--- config.mk ---
export PLATFORM = sky130hd
export DESIGN_NAME = serial_rx_core
export DESIGN_NICKNAME = d
export VERILOG_FILES = /design/src/rtl/srx_pkg.sv /design/src/rtl/srx_sync.sv /design/src/rtl/srx_tick_gen.sv /design/src/rtl/srx_frame_fsm.sv /design/src/rtl/srx_status.sv /design/src/rtl/serial_rx_core.sv
export SDC_FILE = /design/constraint.sdc
export NUM_CORES = 1
export LEC_CHECK = 0
export BUFFER_PORTS_ARGS = -buffer_cell sky130_fd_sc_hd__buf_2
export CORE_ASPECT_RATIO = 1.5
export CORE_MARGIN = 5
export CORE_UTILIZATION = 45
export CTS_CLUSTER_DIAMETER = 150
export DETAILED_ROUTE_END_ITERATION = 8
export HOLD_SLACK_MARGIN = 0.05
export PLACE_DENSITY = 0.67
export SETUP_SLACK_MARGIN = 0.4
export SKIP_CTS_REPAIR_TIMING = 1
export SLEW_MARGIN = 10
export SYNTH_ARGS = -nofsm -noshare
export SYNTH_HDL_FRONTEND = slang
export SYNTH_SLANG_ARGS = --single-unit
--- constraint.sdc ---
create_clock -name clk -period 2.26 [get_ports clk]
set_input_delay 0.339 -clock clk [delete_from_list [all_inputs] [get_ports clk]]
set_output_delay 0.339 -clock clk [all_outputs]
set_load 0.02 [all_outputs]
--- src/rtl/srx_pkg.sv ---
package srx_pkg;
    typedef enum logic [2:0] {
        RX_IDLE,
        RX_START,
        RX_DATA,
        RX_PARITY,
        RX_STOP,
        RX_HOLD
    } rx_state_t;

    localparam int LC_PAR_ON  = 3;
    localparam int LC_PAR_SEL = 4;
    localparam int LC_STICKY  = 5;
endpackage

--- src/rtl/srx_sync.sv ---
module srx_sync #(
    parameter int STAGES = 2
) (
    input  logic clk,
    input  logic rst_n,
    input  logic din,
    output logic dout
);
    logic [STAGES-1:0] stage_q;

    always_ff @(posedge clk or negedge rst_n) begin
        if (!rst_n) stage_q <= '1;
        else        stage_q <= {stage_q[STAGES-2:0], din};
    end

    assign dout = stage_q[STAGES-1];
endmodule

--- src/rtl/srx_tick_gen.sv ---
module srx_tick_gen #(
    parameter int DIV_W = 16
) (
    input  logic             clk,
    input  logic             rst_n,
    input  logic [DIV_W-1:0] divisor,
    output logic             tick
);
    logic [DIV_W-1:0] cnt_q;
    logic [DIV_W-1:0] last_cnt;

    always_comb begin
        last_cnt = (divisor == '0) ? '0 : divisor - DIV_W'(1);
        tick     = (cnt_q >= last_cnt);
    end

    always_ff @(posedge clk or negedge rst_n) begin
        if (!rst_n)    cnt_q <= '0;
        else if (tick) cnt_q <= '0;
        else           cnt_q <= cnt_q + DIV_W'(1);
    end
endmodule

--- src/rtl/srx_frame_fsm.sv ---
module srx_frame_fsm
    import srx_pkg::*;
#(
    parameter int OSR    = 16,
    parameter int DATA_W = 8
) (
    input  logic              clk,
    input  logic              rst_n,
    input  logic              tick,
    input  logic              rx_s,
    input  logic [7:0]        line_ctrl,
    output logic              done,
    output logic [DATA_W-1:0] data,
    output logic              perr,
    output logic              ferr,
    output logic              brk
);
    localparam int CNT_W = $clog2(OSR);
    localparam int IDX_W = $clog2(DATA_W);
    localparam logic [CNT_W-1:0] MID_LAST = CNT_W'(OSR/2 - 1);
    localparam logic [CNT_W-1:0] BIT_LAST = CNT_W'(OSR - 1);

    rx_state_t         state_q, state_d;
    logic [CNT_W-1:0]  cnt_q;
    logic [IDX_W-1:0]  idx_q;
    logic [DATA_W-1:0] shreg_q;
    logic              par_q;

    logic              par_on, bit_end, all_zero, exp_par;
    logic [IDX_W-1:0]  last_idx;
    logic              lc_unused;

    assign lc_unused = ^{line_ctrl[7:6], line_ctrl[2]};

    always_comb begin
        par_on   = line_ctrl[LC_PAR_ON];
        last_idx = {1'b1, line_ctrl[1:0]};
        bit_end  = tick && (cnt_q == BIT_LAST);
        all_zero = (shreg_q == '0) && !par_q;
        if (line_ctrl[LC_STICKY]) exp_par = ~line_ctrl[LC_PAR_SEL];
        else if (line_ctrl[LC_PAR_SEL]) exp_par = ^shreg_q;
        else exp_par = ~(^shreg_q);
    end

    // state register
    always_ff @(posedge clk or negedge rst_n) begin
        if (!rst_n) state_q <= RX_IDLE;
        else        state_q <= state_d;
    end

    // next state
    always_comb begin
        state_d = state_q;
        unique case (state_q)
            RX_IDLE:   if (tick && !rx_s) state_d = RX_START;
            RX_START:  if (tick && cnt_q == MID_LAST) state_d = rx_s ? RX_IDLE : RX_DATA;
            RX_DATA:   if (bit_end && idx_q == last_idx) state_d = par_on ? RX_PARITY : RX_STOP;
            RX_PARITY: if (bit_end) state_d = RX_STOP;
            RX_STOP:   if (bit_end) state_d = (!rx_s && all_zero) ? RX_HOLD : RX_IDLE;
            RX_HOLD:   if (rx_s) state_d = RX_IDLE;
            default:   state_d = RX_IDLE;
        endcase
    end

    // bit timing and shift datapath
    always_ff @(posedge clk or negedge rst_n) begin
        if (!rst_n) begin
            cnt_q   <= '0;
            idx_q   <= '0;
            shreg_q <= '0;
            par_q   <= 1'b0;
        end else if (tick) begin
            unique case (state_q)
                RX_IDLE: begin
                    cnt_q <= '0;
                    idx_q <= '0;
                    if (!rx_s) begin
                        shreg_q <= '0;
                        par_q   <= 1'b0;
                    end
                end
                RX_START: cnt_q <= (cnt_q == MID_LAST) ? '0 : cnt_q + CNT_W'(1);
                RX_DATA: begin
                    cnt_q <= cnt_q + CNT_W'(1);
                    if (cnt_q == BIT_LAST) begin
                        shreg_q[idx_q] <= rx_s;
                        idx_q          <= idx_q + IDX_W'(1);
                    end
                end
                RX_PARITY: begin
                    cnt_q <= cnt_q + CNT_W'(1);
                    if (cnt_q == BIT_LAST) par_q <= rx_s;
                end
                RX_STOP: cnt_q <= cnt_q + CNT_W'(1);
                RX_HOLD: cnt_q <= '0;
                default: cnt_q <= '0;
            endcase
        end
    end

    // outputs
    always_comb begin
        done = (state_q == RX_STOP) && bit_end;
        brk  = done && !rx_s && all_zero;
        ferr = done && !rx_s && !all_zero;
        perr = done && !brk && par_on && (par_q != exp_par);
        data = shreg_q;
    end
endmodule

--- src/rtl/srx_status.sv ---
module srx_status #(
    parameter int DATA_W = 8
) (
    input  logic              clk,
    input  logic              rst_n,
    input  logic              done,
    input  logic [DATA_W-1:0] new_data,
    input  logic              new_perr,
    input  logic              new_ferr,
    input  logic              new_brk,
    input  logic              rd_data,
    input  logic              rd_status,
    output logic [DATA_W-1:0] rx_data,
    output logic              data_ready,
    output logic              overrun_err,
    output logic              parity_err,
    output logic              framing_err,
    output logic              break_det
);
    logic lost;

    assign lost = done && data_ready && !rd_data;

    always_ff @(posedge clk or negedge rst_n) begin
        if (!rst_n) begin
            rx_data     <= '0;
            data_ready  <= 1'b0;
            overrun_err <= 1'b0;
            parity_err  <= 1'b0;
            framing_err <= 1'b0;
            break_det   <= 1'b0;
        end else begin
            if (done) rx_data <= new_data;
            data_ready  <= done | (data_ready & ~rd_data);
            overrun_err <= lost | (overrun_err & ~rd_status);
            parity_err  <= new_perr | (parity_err & ~rd_status);
            framing_err <= new_ferr | (framing_err & ~rd_status);
            break_det   <= new_brk | (break_det & ~rd_status);
        end
    end
endmodule

--- src/rtl/serial_rx_core.sv ---
module serial_rx_core #(
    parameter int DIV_W  = 16,
    parameter int OSR    = 16,
    parameter int DATA_W = 8
) (
    input  logic              clk,
    input  logic              rst_n,
    input  logic [DIV_W-1:0]  divisor,
    input  logic [7:0]        line_ctrl,
    input  logic              rx_in,
    input  logic              rd_data,
    input  logic              rd_status,
    output logic [DATA_W-1:0] rx_data,
    output logic              data_ready,
    output logic              overrun_err,
    output logic              parity_err,
    output logic              framing_err,
    output logic              break_det
);
    logic              rx_s;
    logic              tick_w;
    logic              done_w;
    logic [DATA_W-1:0] data_w;
    logic              perr_w, ferr_w, brk_w;

    srx_sync #(.STAGES(2)) u_sync (
        .clk(clk), .rst_n(rst_n), .din(rx_in), .dout(rx_s)
    );

    srx_tick_gen #(.DIV_W(DIV_W)) u_tick (
        .clk(clk), .rst_n(rst_n), .divisor(divisor), .tick(tick_w)
    );

    srx_frame_fsm #(.OSR(OSR), .DATA_W(DATA_W)) u_fsm (
        .clk(clk), .rst_n(rst_n), .tick(tick_w), .rx_s(rx_s),
        .line_ctrl(line_ctrl), .done(done_w), .data(data_w),
        .perr(perr_w), .ferr(ferr_w), .brk(brk_w)
    );

    srx_status #(.DATA_W(DATA_W)) u_status (
        .clk(clk), .rst_n(rst_n), .done(done_w), .new_data(data_w),
        .new_perr(perr_w), .new_ferr(ferr_w), .new_brk(brk_w),
        .rd_data(rd_data), .rd_status(rd_status),
        .rx_data(rx_data), .data_ready(data_ready),
        .overrun_err(overrun_err), .parity_err(parity_err),
        .framing_err(framing_err), .break_det(break_det)
    );
endmodule

==> flow_summary_export.csv <==
group,metric,value,unit
final_layout,fin_util,63.8,%
placement,pre_cts_ws,-1450,ps
pwr,powerDensity,769,nW/µm²
synth,ys_async_sr_fraction,100,%
placement,portBuffers,38,
job,cap_viol_max_count,0,
floorplan,rows,38,
synth,seq_area_frac_synth,37.5,%
timing,tightestPinTransition,685,ps
pwr,peakVddDrop,0.911,mV
route,drt-vias-per-instance,5.44,
final_layout,antennaDiodeCount,0,
timing,setup_ws,-1140,ps
setup_path,cp_data_arrival_time,3600,ps
timing,min_period,3400,ps
clocking,worstSkewPairLatency,310,ps
final_layout,fin_cells,580,
synth,synth_flop_cell,"dfrtp_1",
timing,holdWs,57.3,ps
grt,antenna_found_initial,0,
clocking,cts_sinks,50,
floorplan,coreArea,7230,µm²
final_layout,syn2layout_area_growth,37.8,%
timing,setup_viol,48,
floorplan,start_util,46.3,%
clocking,clockBufferDepth,2,
grt,overflow,0,
floorplan,ioPinCount,42,
final_layout,final_nets,533,
placement,post-place-cells,561,
clocking,clkTransAtPathRegs,90,ps
floorplan,die_x,80.4,µm
route,drtIter0Drc,96,
synth,syn_nets,439,
route,drt-total-wl,8650,µm
route,drc,0,
clocking,cts_tree,"built",
setup_path,r2r_setup_slack,-170,ps
synth,yosys_register_bits,50,
timing,rsz0062_at_grt,"yes",
setup_path,cp_max_fo,4,
clocking,htreeDepth,2,
placement,hpwl,6190,µm
timing,fmax,0.294,GHz
floorplan,die_y,116,µm
pwr,p_leak,2.13,nW
timing,fin_worst_skew,2.95,ps
pwr,clkPwrFrac,15.5,%
timing,report.final.slew_viol_count,0,
timing,final.period_utilization,150,%
pwr,internal-power,0.00212,W
pwr,swShare,40.2,%
synth,syn-cell-area,3350,µm²
setup_path,worstPathRequired,2460,ps
pwr,p_comb_share,49.3,%
synth,synth_top_area_cell,"dfrtp_1",
synth,synth_top_area_share,35.9,%
route,avgRoutedWirePerCell,14.9,µm
timing,slew_headroom,54.3,%
outcome,outcome,"finished with violations",
clocking,cts-root-buf,"clkbuf_8",
route,ant_nets,0,
pwr,p_seq_share,35.2,%
synth,synthCells,385,
timing,tns,-47050,ps
grt,grt_max_degree,30,
synth,avgSynthCellArea,8.69,µm²
pwr,p_switching,0.00143,W
synth,synth_edf_count,0,
route,firstDrtPassIters,4,
grt,grt_first_pass_wirelength,13200,µm
setup_path,timing_worst_setup_path_type,"input pin to flop",
placement,routabilityCongestion,0.866,
synth,ys_top_cells_by_area,"dfrtp_1 (36%), ha_1 (9.3%), nand2_1 (6.4%)",
floorplan,dieArea,9300,µm²
outcome,violations,"setup timing",
timing,hold_viol,0,
synth,ys_warn_count,0,
hold_path,hold_path.class,"input pin to asynchronous set/reset pin",
setup_path,startpoint_type,"input pin",
grt,grt_pass1_vias,3087,
final_layout,drive_above_1_share,37.1,%
grt,grt_usage,17.9,%
setup_path,cp-end-kind,"flop",
route,vias,3158,
synth,ys_types,57,
clocking,cts_inserted_buffers,5,
## worst paths after layout
path | start | endpoint | cells after the start
min in group clk | rx_in | u_sync.stage_q[0] | 1
max in group asynchronous | rst_n | u_tick.cnt_q[3] | 2
worst max-delay path | divisor[9] | u_fsm.state_q[0] | 16
worst max register to register | u_tick.cnt_q[0] | u_fsm.state_q[0] | 10
worst min register to register | u_sync.stage_q[0] | u_sync.stage_q[1] | 0
worst min-delay path | rst_n | u_fsm.data[3] | 1
## cells in the final DEF, fill, tap and decap left out, drive strengths merged, types with 2 or more instances in the layout
master and instances:
a21o 6, clkbuf 8, dfrtp 48, a32o 3, nor2 41, xor2 17, and3 8, o22ai 5
a211oi 2, nor3 7, a21oi 20, nand3 16, mux2i 4, nand4 3, buf 101, inv 22
nor2b 2, nor4 7, dfstp 2, a22o 4, nand3b 2, ha 25, nand2b 7, nand2 59
xnor2 16, o21ai 23
## stage by stage
step | instance area (µm²) | total power [W]
global route | 4610 | 0.00380
detailed placement | 4060 | 0.00276
floorplan | 3410 | 0.00230
CTS | 4160 | 0.00333
finish | 4610 | 0.00355
global placement | 4060 | 0.00271
## per-layer routing
layer	share of wire [%]	global-route usage (%)
met2	56	33.2
met3	4.8	3.42
met4	2.4	7.44
met5	0	0
met1	37	19.6
## power by group through the flow
stage	clock [W]	combinational [W]	sequential, W
5_1_grt	0.000594	0.00193	0.00127
3_5_place_dp	0	0.00150	0.00126
3_3_place_gp	0	0.00146	0.00126
6_report	0.000551	0.00175	0.00125
4_1_cts	0.000564	0.00152	0.00124
2_1_floorplan	0	0.00110	0.00120
## flip-flops by register name, indices dropped and copies added (netlist names)
signal and cells:
u_tick.cnt_q 16, u_fsm.data 8, u_status.rx_data 8, u_fsm.cnt_q 4
u_fsm.idx_q 3, u_fsm.state_q 3, u_sync.stage_q 2, u_fsm.par_q 1
u_status.break_det 1, u_status.data_ready 1, u_status.framing_err 1, u_status.overrun_err 1
u_status.parity_err 1
## synth_stat cells (2+ instances only)
| cell type | n |
|---|---|
| a21o_1 | 6 |
| a21oi_1 | 16 |
| a21oi_2 | 4 |
| a22o_1 | 4 |
| a32o_1 | 3 |
| and3_1 | 7 |
| buf_2 | 5 |
| clkbuf_1 | 9 |
| dfrtp_1 | 48 |
| dfstp_2 | 2 |
| ha_1 | 25 |
| inv_1 | 22 |
| mux2i_1 | 4 |
| nand2_1 | 57 |
| nand2b_1 | 6 |
| nand3_1 | 16 |
| nand3b_1 | 2 |
| nand4_1 | 2 |
| nor2_1 | 41 |
| nor2b_1 | 2 |
| nor3_1 | 7 |
| nor4_1 | 6 |
| o21ai_0 | 20 |
| o21ai_1 | 3 |
| o22ai_1 | 5 |
| xnor2_1 | 16 |
| xor2_1 | 17 |
## logic make-up (layout without fill, tap and decap cells)
group,Yosys count,count (layout),share of synthesized area (%)
mux,4,4,1.20
flops,50,50,37.5
buf+inv,38,133,4.71
compound gates,80,80,16.7
xor+xnor,33,33,8.64
fa+ha+maj,25,25,9.35
simple gates,155,155,22.0
## final cells by class
type / count / area (µm²)
well taps: 100 / 125
flip-flops and latches: 50 / 1250
clock inverters: 2 / 12.5
clock buffers: 6 / 82.6
inverters: 22 / 82.6
repair buffers: 103 / 798
fillers: 597 / 2610
multi-input cells: 297 / 2260
## critical path, cell delays in order
cell	delay [ps]
buf_6	90
or4_4	560
nor4_4	180
nand2b_1	150
nor2_1	130
nand2_1	80
and2_1	170
ha_1	260
nand2b_4	130
a2111o_1	440
a32oi_4	350
a21oi_4	110
a41o_1	300
buf_4	150
o221ai_2	50
o22ai_1	90
Note: power is estimated with default switching activity, not from simulation.
